[config.mk]
export PLATFORM = sky130hd
export DESIGN_NAME = shift_pack_unit
export DESIGN_NICKNAME = d
export VERILOG_FILES = /design/src/rtl/sp_pkg.sv /design/src/rtl/sp_decode.sv /design/src/rtl/sp_lane_shr.sv /design/src/rtl/sp_word_pack.sv /design/src/rtl/sp_byte_shra.sv /design/src/rtl/sp_half_shrl.sv /design/src/rtl/shift_pack_unit.sv
export SDC_FILE = /design/constraint.sdc
export NUM_CORES = 1
export LEC_CHECK = 0
export ABC_CLOCK_PERIOD_IN_PS = 1000
export BUFFER_PORTS_ARGS = -buffer_cell sky130_fd_sc_hd__buf_2
export CAP_MARGIN = 25
export CORE_MARGIN = 5
export CORE_UTILIZATION = 40
export DETAILED_ROUTE_END_ITERATION = 10
export SLEW_MARGIN = 20
export SYNTH_ARGS = -nofsm -noshare
export SYNTH_HDL_FRONTEND = slang
export SYNTH_SLANG_ARGS = --single-unit
export TNS_END_PERCENT = 10
[constraint.sdc]
create_clock -name clk -period 1 [get_ports clk]
set_input_delay 0.1 -clock clk [delete_from_list [all_inputs] [get_ports clk]]
set_output_delay 0.1 -clock clk [all_outputs]
set_load 0.03 [all_outputs]
[src/rtl/sp_pkg.sv]
package sp_pkg;
  localparam int unsigned FN_W  = 6;
  localparam int unsigned SUB_W = 5;
  localparam int unsigned AMT_W = 5;

  localparam logic [FN_W-1:0]  FN_PACK    = 6'b010001;
  localparam logic [FN_W-1:0]  FN_LANE    = 6'b010011;
  localparam logic [SUB_W-1:0] SUB_PACK   = 5'b11110;
  localparam logic [SUB_W-1:0] SUB_PACK_R = 5'b11111;
  localparam logic [SUB_W-1:0] SUB_BYTE   = 5'b00100;
  localparam logic [SUB_W-1:0] SUB_BYTE_R = 5'b00101;
  localparam logic [SUB_W-1:0] SUB_HALF   = 5'b11001;

  typedef enum logic [1:0] {
    SP_NONE = 2'd0,
    SP_PACK = 2'd1,
    SP_BYTE = 2'd2,
    SP_HALF = 2'd3
  } sp_mode_e;
endpackage

[src/rtl/sp_decode.sv]
module sp_decode
  import sp_pkg::*;
(
  input  logic [FN_W-1:0]  fn_code,
  input  logic [SUB_W-1:0] sub_code,
  input  logic [AMT_W-1:0] amt_field,
  output sp_mode_e         mode,
  output logic             round_en
);
  always_comb begin
    mode     = SP_NONE;
    round_en = 1'b0;
    if (fn_code == FN_PACK) begin
      if (sub_code == SUB_PACK) begin
        mode = SP_PACK;
      end else if (sub_code == SUB_PACK_R) begin
        mode     = SP_PACK;
        round_en = 1'b1;
      end
    end else if (fn_code == FN_LANE) begin
      if ((sub_code == SUB_BYTE) && (amt_field[4:3] == 2'b00)) begin
        mode = SP_BYTE;
      end else if ((sub_code == SUB_BYTE_R) && (amt_field[4:3] == 2'b00)) begin
        mode     = SP_BYTE;
        round_en = 1'b1;
      end else if ((sub_code == SUB_HALF) && !amt_field[4]) begin
        mode = SP_HALF;
      end
    end
  end
endmodule

[src/rtl/sp_lane_shr.sv]
module sp_lane_shr #(
  parameter int unsigned W     = 8,
  parameter int unsigned AW    = 3,
  parameter bit          ARITH = 1'b1,
  parameter int unsigned KEEP  = W
) (
  input  logic [W-1:0]    in_val,
  input  logic [AW-1:0]   amt,
  input  logic            rnd,
  output logic [KEEP-1:0] out_val
);
  logic [W-1:0] shifted;
  logic         inc;
  logic [W-1:0] full;

  generate
    if (ARITH) begin : g_arith
      assign shifted = W'($signed(in_val) >>> amt);
    end else begin : g_logic
      assign shifted = in_val >> amt;
    end
  endgenerate

  always_comb begin
    inc = 1'b0;
    if (rnd && (amt != '0)) begin
      inc = in_val[amt - 1'b1];
    end
  end

  assign full    = shifted + W'(inc);
  assign out_val = full[KEEP-1:0];

  always_comb begin
    if (amt == '0) begin
      AST_ZERO_AMT_PASS: assert (full == in_val);
    end
    if (ARITH && !rnd) begin
      AST_SIGN_KEPT: assert (full[W-1] == in_val[W-1]);
    end
    if (!ARITH) begin
      AST_LOGIC_NO_GROW: assert (full <= in_val);
    end
  end
endmodule

[src/rtl/sp_word_pack.sv]
module sp_word_pack #(
  parameter int unsigned DATA_W = 32
) (
  input  logic [DATA_W-1:0]         x_word,
  input  logic [DATA_W-1:0]         y_word,
  input  logic [$clog2(DATA_W)-1:0] amt,
  input  logic                      rnd,
  output logic [DATA_W-1:0]         packed_out
);
  localparam int unsigned HALF_W = DATA_W / 2;
  localparam int unsigned AW     = $clog2(DATA_W);

  logic [DATA_W-1:0] srcs [2];
  assign srcs[0] = y_word;
  assign srcs[1] = x_word;

  generate
    for (genvar g = 0; g < 2; g++) begin : g_word
      sp_lane_shr #(.W(DATA_W), .AW(AW), .ARITH(1'b1), .KEEP(HALF_W)) u_lane (
        .in_val (srcs[g]),
        .amt    (amt),
        .rnd    (rnd),
        .out_val(packed_out[g*HALF_W +: HALF_W])
      );
    end
  endgenerate
endmodule

[src/rtl/sp_byte_shra.sv]
module sp_byte_shra #(
  parameter int unsigned DATA_W = 32
) (
  input  logic [DATA_W-1:0] src,
  input  logic [2:0]        amt,
  input  logic              rnd,
  output logic [DATA_W-1:0] dst
);
  localparam int unsigned LANES = DATA_W / 8;

  generate
    for (genvar g = 0; g < LANES; g++) begin : g_byte
      sp_lane_shr #(.W(8), .AW(3), .ARITH(1'b1), .KEEP(8)) u_lane (
        .in_val (src[g*8 +: 8]),
        .amt    (amt),
        .rnd    (rnd),
        .out_val(dst[g*8 +: 8])
      );
    end
  endgenerate
endmodule

[src/rtl/sp_half_shrl.sv]
module sp_half_shrl #(
  parameter int unsigned DATA_W = 32
) (
  input  logic [DATA_W-1:0] src,
  input  logic [3:0]        amt,
  output logic [DATA_W-1:0] dst
);
  localparam int unsigned LANES = DATA_W / 16;

  generate
    for (genvar g = 0; g < LANES; g++) begin : g_half
      sp_lane_shr #(.W(16), .AW(4), .ARITH(1'b0), .KEEP(16)) u_lane (
        .in_val (src[g*16 +: 16]),
        .amt    (amt),
        .rnd    (1'b0),
        .out_val(dst[g*16 +: 16])
      );
    end
  endgenerate
endmodule

[src/rtl/shift_pack_unit.sv]
module shift_pack_unit
  import sp_pkg::*;
#(
  parameter int unsigned DATA_W = 32
) (
  input  logic              clk,
  input  logic              rst_n,
  input  logic              in_valid,
  input  logic [5:0]        fn_code,
  input  logic [4:0]        sub_code,
  input  logic [4:0]        shamt,
  input  logic [DATA_W-1:0] src_x,
  input  logic [DATA_W-1:0] src_y,
  output logic              out_valid,
  output logic [DATA_W-1:0] result
);
  localparam int unsigned WAMT_W = $clog2(DATA_W);

  logic [1:0] rst_sync_q;
  logic       rst_sync_n;

  always_ff @(posedge clk or negedge rst_n) begin
    if (!rst_n) rst_sync_q <= 2'b00;
    else        rst_sync_q <= {rst_sync_q[0], 1'b1};
  end
  assign rst_sync_n = rst_sync_q[1];

  sp_mode_e          mode;
  logic              round_en;
  logic [DATA_W-1:0] pack_res;
  logic [DATA_W-1:0] byte_res;
  logic [DATA_W-1:0] half_res;
  logic [DATA_W-1:0] res_d;
  logic [DATA_W-1:0] res_q;
  logic              valid_q;

  sp_decode u_decode (
    .fn_code  (fn_code),
    .sub_code (sub_code),
    .amt_field(shamt),
    .mode     (mode),
    .round_en (round_en)
  );

  sp_word_pack #(.DATA_W(DATA_W)) u_pack (
    .x_word    (src_x),
    .y_word    (src_y),
    .amt       (shamt[WAMT_W-1:0]),
    .rnd       (round_en),
    .packed_out(pack_res)
  );

  sp_byte_shra #(.DATA_W(DATA_W)) u_byte (
    .src(src_x),
    .amt(shamt[2:0]),
    .rnd(round_en),
    .dst(byte_res)
  );

  sp_half_shrl #(.DATA_W(DATA_W)) u_half (
    .src(src_x),
    .amt(shamt[3:0]),
    .dst(half_res)
  );

  always_comb begin
    case (mode)
      SP_PACK: res_d = pack_res;
      SP_BYTE: res_d = byte_res;
      SP_HALF: res_d = half_res;
      default: res_d = '0;
    endcase
  end

  always_ff @(posedge clk or negedge rst_sync_n) begin
    if (!rst_sync_n) begin
      valid_q <= 1'b0;
      res_q   <= '0;
    end else begin
      valid_q <= in_valid;
      if (in_valid) res_q <= res_d;
    end
  end

  assign out_valid = valid_q;
  assign result    = res_q;

  AST_VALID_RISE: assert property (@(posedge clk) disable iff (!rst_sync_n)
    in_valid |=> out_valid);
  AST_VALID_IDLE: assert property (@(posedge clk) disable iff (!rst_sync_n)
    !in_valid |=> !out_valid);
  AST_RESULT_HOLD: assert property (@(posedge clk) disable iff (!rst_sync_n)
    !in_valid |=> $stable(result));
  AST_ILLEGAL_ZERO: assert property (@(posedge clk) disable iff (!rst_sync_n)
    (in_valid && (mode == SP_NONE)) |=> (result == '0));
endmodule

==> metrics.txt, run 1 <==
largest net degree at the start of global routing=53; Max H-tree Level=2; Fillers=1,751; fin area=11,800 um^2; post-synthesis instance area=7850 um^2; placed inst area=approximately 11,000 um^2; first-pass GRT wire length=50,500 um; multi-input logic area=6890 um^2; Yosys reg bits=35; storage element area=876 um^2; Worst setup EP type=flop; clock tree buffer depth=2; initial antenna violation count=0; nets=1,373; failing checks=negative setup slack; non-filler cells, final=1,539; clock buffer count from CTS=5; height of the die=150 um; register area share after synthesis=0.112; Initial Util=0.405; Arrival @ worst endpoint=3.03 ns; sequential share of power=0.167; DR pass1 iterations=6; GP Congestion=0.967; fmax=0.348 GHz; gr usage total=0.287; required time of the worst setup path=1.16 ns; Switching Fraction=0.387; syn nets=~970; number of antenna diodes=0; NetSw=3450 uW; Worst Clk Skew=about 0.0038 ns; Remaining Overflow, GRT=0; synth-to-layout area growth=50.4%; placed insts=1,520; port buffer count=~120; Max-Cap Viols=0; Final Hold Fails=0; Distinct cells, synth=77; TritonCTS clock tree=yes; Die Area=22,500 um^2; fin crit share=2.87; total clock sinks=35; layout cells sized above 1=0.545; root cell of the clock tree=clkbuf_16; Clk Latency, worst-skew pair=0.28 ns; combinational share of power=0.665; worst hold slack=0.134 ns; Synth Instances=868; initial DRC count=967; EDFF count, synth=0; clock share of power=0.168; R2R setup slack=0.07 ns; crit path max fanout=8; outcome=finished with violations; actual transition at the worst max-transition pin=0.557 ns; internal power=5460 uW; Startpoint Class=input port; Slew headroom=0.629; Async S/R FF share, synth=1.00; Post-DP HPWL=26,800 um; Setup CP Type=in2reg; Slew Limit Fails=0; syn avg cell area=9.04 um^2; CTS clk-pin slew, worst paths=about 0.05 ns; leakage power=0.00523 uW; prevailing post-synth register cell=dfrtp_1; DR vias=approximately 9,000; Syn. warnings=0; Hold WC Path Type=in2reg; DR DRC count=0; IO Count=116; final core area utilization=0.609; Pwr Total=8910 uW; Post-Route WL=33,100 um; unrepaired setup endpoints after global routing=true; PD cells=755 nW/um^2; row cnt=~50; Core ar.=19,400 um^2; DR vias/cell=6.03; Worst VDD drop=0.526 mV; final worst setup slack=-1.87 ns; Routed WL per cell=between 20 and 25 um; Detail Route Antenna Nets=0; # setup viols final=32; number of global-route vias before repair=between 8,000 and 9,000; die width=between 150 and 200 um; final worst path period need=2.87 ns
-- layout by cell type (no fill, tap or decap), types with 7 or more instances in the layout --
master     count
o21ai_0       39
nand2_1       63
nand4_1       11
mux2_2        44
nor2_1        70
o22ai_1       25
o21ai_1       11
buf_2        113
mux2i_1       59
a22o_1         8
xnor2_1       24
nand2b_1       8
a21oi_1       25
o2bb2ai_1      7
nor3_1         7
buf_6          9
nand3_1       23
a22oi_1       22
and3_1         7
mux4_2        78
inv_1          8
xor2_1        15
buf_4        343
and2_1        13
dfrtp_1       35
-- sequential cells by signal, indices dropped and copies added (netlist names) --
signal	cells
result	32
rst_sync_q	2
out_valid	1
-- layout make-up --
type	count	area share
Tap cell	265	0.0281
Inverter	13	0.00434
Timing Repair Buffer	478	0.298
Multi-Input combinational cell	741	0.583
Clock buffer	6	0.0118
Clock inverter	1	0.000424
Sequential cell	35	0.0742
-- cell usage after synthesis, drive strengths merged, types with 15 or more instances --
cell type,count,area share
mux2,45,0.065
ha,16,0.026
a22oi,25,0.024
buf,34,0.035
o22ai,27,0.022
a21oi,27,0.017
clkbuf,45,0.022
nor2,77,0.037
mux2i,65,0.083
xnor2,27,0.030
mux4,81,0.23
nand3,23,0.015
xor2,15,0.017
o21ai,52,0.033
nand2,66,0.032
dfrtp,35,0.11
-- metal layers --
layer | GRT usage | wire (um) | vias up
met5 | 0 | 0 | -
met4 | 0.0631 | 705 | 0
met3 | 0.0518 | 3130 | 47
met2 | 0.448 | 14800 | 524
met1 | 0.416 | 14500 | 4470
li1 | - | - | 4237
-- cells by family (layout without fill, tap and decap cells) --
| family | count (synthesis) | count (layout) | share of synthesized area |
|---|---|---|---|
| and+or+nand+nor | 261 | 261 | 0.169 |
| AOI/OAI and AO/OA | 230 | 230 | 0.203 |
| muxes | 191 | 191 | 0.381 |
| buffers and inverters | 92 | 498 | 0.0623 |
| xor gates and xnor gates | 42 | 42 | 0.0469 |
| DFF | 35 | 35 | 0.112 |
| adders and majority gates | 16 | 16 | 0.0255 |
| other | 1 | 1 | 0.000478 |
-- stage by stage --
stage	TNS, ns	worst slack [ns]
after global routing	-58.47	-1.97
after CTS	-53.63	-1.79
after floorplan	-80.53	-2.74
after detailed placement	-70.11	-2.34
after global placement	-68.69	-2.29
final	-54.43	-1.87
-- worst max-delay path, stage by stage --
cell	delay, ns
buf_8	0.09
inv_4	0.03
ha_4	0.34
buf_8	0.15
mux4_2	0.30
mux4_2	0.50
mux2i_1	0.15
nor2_1	0.06
a21oi_2	0.22
nor2_2	0.10
ha_4	0.18
ha_4	0.16
nor4b_4	0.13
nand2_1	0.13
xnor2_1	0.09
a221o_1	0.31
-- path summary, 6_finish.rpt --
| path | to | start | depth (start not counted) |
|---|---|---|---|
| min | out_valid | in_valid | 2 |
| max | result[8] | shamt[0] | 16 |
| max in group asynchronous | result[1] | rst_sync_q[1] | 1 |
| min in group asynchronous | rst_sync_q[0] | rst_n | 2 |
| max reg2reg | result[13] | result[13] | 4 |
| min reg2reg | result[4] | rst_sync_q[1] | 1 |
-- power groups by stage --
stage | sequential, uW | combinational [uW] | clock [uW]
after global placement | 1510 | 5450 | 0
final | 1480 | 5930 | 1500
after global routing | 1490 | 6280 | 1570
after detailed placement | 1510 | 5490 | 0
after CTS | 1480 | 5730 | 1510
after floorplan | 1600 | 2800 | 0
-- repair_timing --
item,4_1_cts,5_1_grt
pin swaps,24,25
resized for setup,59,44
gates cloned,2,0
hold buffers,1,0
buffers inserted,5,5
setup endpoints to repair,32,32
endpoints found under the hold margin,2,0
Note: power is estimated with default switching activity, not from simulation.
==> run 2, diff against run 1 <==
- ABC_CLOCK_PERIOD_IN_PS: 1000 -> 2700
- CORE_ASPECT_RATIO: not set -> 1.25
- clock period: 1 -> 2.7 ns (I/O delays scaled with it)
==> run 2 against run 1 <==
  * Critical path depth is 2 higher
  * Critical path type unchanged
  * Routed wire length is 0.54% lower
  * Total power is 63% lower
  * Combinational power is 63% lower
  * Non-clock buffer count is 37 lower
  * Count of clock-buffer cells in the layout stayed put
  * Hold slack better by 0.14 ns
  * Clock skew hardly changed
  * Setup slack better by 1.4 ns
  * Highest routed layer unchanged
  * The run still ends with negative setup slack left
  * Register-to-register slack better by 1.6 ns
  * Die area hardly changed
==> metrics.txt, run 2 (synthesis gave the netlist of run 1 again) <==
TritonCTS clock tree=yes (unchanged); fin crit share=1.16; Post-DP HPWL=26,200 um (was 26,800 um); DR WL met2=15,200 um (was 14,800 um); failing checks=negative setup slack (unchanged); internal power=1990 uW (was 5460 uW); Startpoint Class=input port (unchanged); Post-Route WL=33,000 um (was 33,100 um); combinational share of power=0.664 (was 0.665); root cell of the clock tree=clkbuf_16 (unchanged); # setup viols final=31 (was 32); Pwr Total=3290 uW (was 8910 uW); number of global-route vias before repair=8,837 (was 8,832); initial DRC count=1,021 (was 967); total clock sinks=35 (unchanged); final worst path period need=3.13 ns; DR vias/cell=6.08 (was 6.03); Worst setup EP type=flop (unchanged); Fillers=1,800 (was 1,751); met3 routed WL=2370 um (was 3130 um); Max-Cap Viols=0 (unchanged); height of the die=167 um (was 150 um); max reg flops=32 (unchanged); CTS clk-pin slew, worst paths=0.05 ns (about the same); Setup CP Type=in2reg (unchanged); Worst Clk Skew=0.00390 ns (was 0.00380 ns); Initial Util=0.405 (unchanged); fin area=11,500 um^2 (was 11,800 um^2); Routed WL per cell=21.9 um (was 21.5 um); DR DRC count=0 (unchanged); required time of the worst setup path=2.86 ns (was 1.16 ns); initial antenna violation count=0 (unchanged); DR pass1 iterations=6 (unchanged); Die Area=22,500 um^2 (about the same); crit path max fanout=6 (was 8); actual transition at the worst max-transition pin=0.734 ns (was 0.557 ns); clock share of power=0.169 (was 0.168); Core ar.=19,400 um^2 (unchanged); Switching Fraction=0.396 (was 0.387); Slew Limit Fails=0 (unchanged); largest net degree at the start of global routing=62 (was 53); highest routed layer=met4 (unchanged); gr usage total=0.282 (was 0.287); IO Count=116 (unchanged); worst hold slack=0.272 ns (was 0.134 ns); Hold WC Path Type=reg2async (was in2reg); fmax=about 0.32 GHz; leading cell types in the layout, fill and taps excluded=307 x buf_4, 113 x buf_2, 79 x mux4_2 (was 343 x buf_4, 113 x buf_2, 78 x mux4_2); NetSw=1300 uW (was 3450 uW); port buffer count=115 (unchanged); synth-to-layout area growth=46.2% (was 50.4%); FF-to-FF Start=result[13] (unchanged); Remaining Overflow, GRT=0 (unchanged); nets=1,336 (was 1,373); Arrival @ worst endpoint=3.29 ns (was 3.03 ns); outcome=finished with violations (unchanged); PD cells=287 nW/um^2 (was 755 nW/um^2); Final Hold Fails=0 (unchanged); Clk Latency, worst-skew pair=0.28 ns (about the same); final worst setup slack=-0.429 ns (was -1.87 ns); clock tree buffer depth=2 (unchanged); sequential share of power=0.167 (about the same); most common cell after layout, fill and taps aside=buf_4 (unchanged); Max H-tree Level=2 (unchanged); placed inst area=10,800 um^2 (was 11,100 um^2); leakage power=0.00504 uW (was 0.00523 uW); number of antenna diodes=0 (unchanged); WL met1=13,800 um (was 14,500 um); Setup crit start=shamt[0] (unchanged); row cnt=57 (was 51); Detail Route Antenna Nets=0 (unchanged); first-pass GRT wire length=50,300 um (was 50,500 um); die width=135 um (was 150 um); DR vias=9,133 (was 9,278); clock buffer count from CTS=5 (unchanged); layout cells sized above 1=0.520 (was 0.545); Slew headroom=0.509 (was 0.629); GP Congestion=1.03 (was 0.967); Worst VDD drop=0.301 mV (was 0.526 mV); unrepaired setup endpoints after global routing=true (unchanged)
run 2: power by group through the flow:
| stage | clock, uW | sequential [uW] | combinational, uW |
|---|---|---|---|
| 3_3_place_gp | 0 | 558 | 1980 |
| 5_1_grt | 582 | 550 | 2310 |
| 6_report | 557 | 548 | 2190 |
| 3_5_place_dp | 0 | 558 | 1990 |
| 2_1_floorplan | 0 | 593 | 1040 |
| 4_1_cts | 564 | 549 | 2100 |
run 2: metrics by stage:
step / setup slack [ns] / std cells / utilization / TNS (ns)
final: -0.429 / 1503 / 0.591 / -7.53
after global routing: -0.507 / 1503 / 0.591 / -11.43
after CTS: -0.342 / 1500 / 0.582 / -6.96
after detailed placement: -0.967 / 1478 / 0.555 / -24.70
after global placement: -0.926 / 1478 / 0.555 / -23.66
after floorplan: -1.21 / 868 / - / -30.05
run 2: final timing paths:
kind                                      end  slack (ns)  cells after the start
min in group clk                rst_sync_q[1]        0.35                      0
worst min-delay path               result[11]        0.27                      1
worst min register to register     result[11]        0.27                      1
worst max-delay path               result[23]       -0.43                     18
worst max register to register     result[13]        1.67                      4
max in group asynchronous          result[16]        2.12                      1
run 2: critical path, cell delays in order:
cell,delay (ns)
buf_8,0.09
inv_4,0.03
ha_4,0.34
mux4_2,0.53
mux2i_2,0.21
buf_4,0.15
buf_4,0.10
buf_4,0.10
buf_4,0.10
buf_4,0.10
nor2_1,0.04
ha_2,0.19
buf_4,0.14
nand4_1,0.10
o21ai_0,0.13
a22o_1,0.28
a221oi_2,0.27
o21ai_0,0.11
run 2: final cells by class:
cell class                 instances  area, um^2  area share
sequential                        35         876      0.0763
clock inverter                     2        12.5     0.00109
clock buffer                       6         129      0.0112
multi-input combinational        741        6850       0.597
inverter                          13        51.3     0.00447
timing repair buffer             441        3220       0.281
tap                              265         332      0.0289
run 2: metal layers:
layer	GRT usage	vias up
met3	0.0266	81
met2	0.443	496
li1	-	4159
met5	0	-
met1	0.395	4397
met4	0.123	0
run 2: repair_timing:
action | 4_1_cts | 5_1_grt
cloned | 1 | 1
gates resized for setup | 56 | 38
buffers inserted | 15 | 3
hold endpoints to repair | 2 | 0
pin swaps | 26 | 18
endpoints found under the setup margin | 32 | 32
hold buffers | 1 | 0
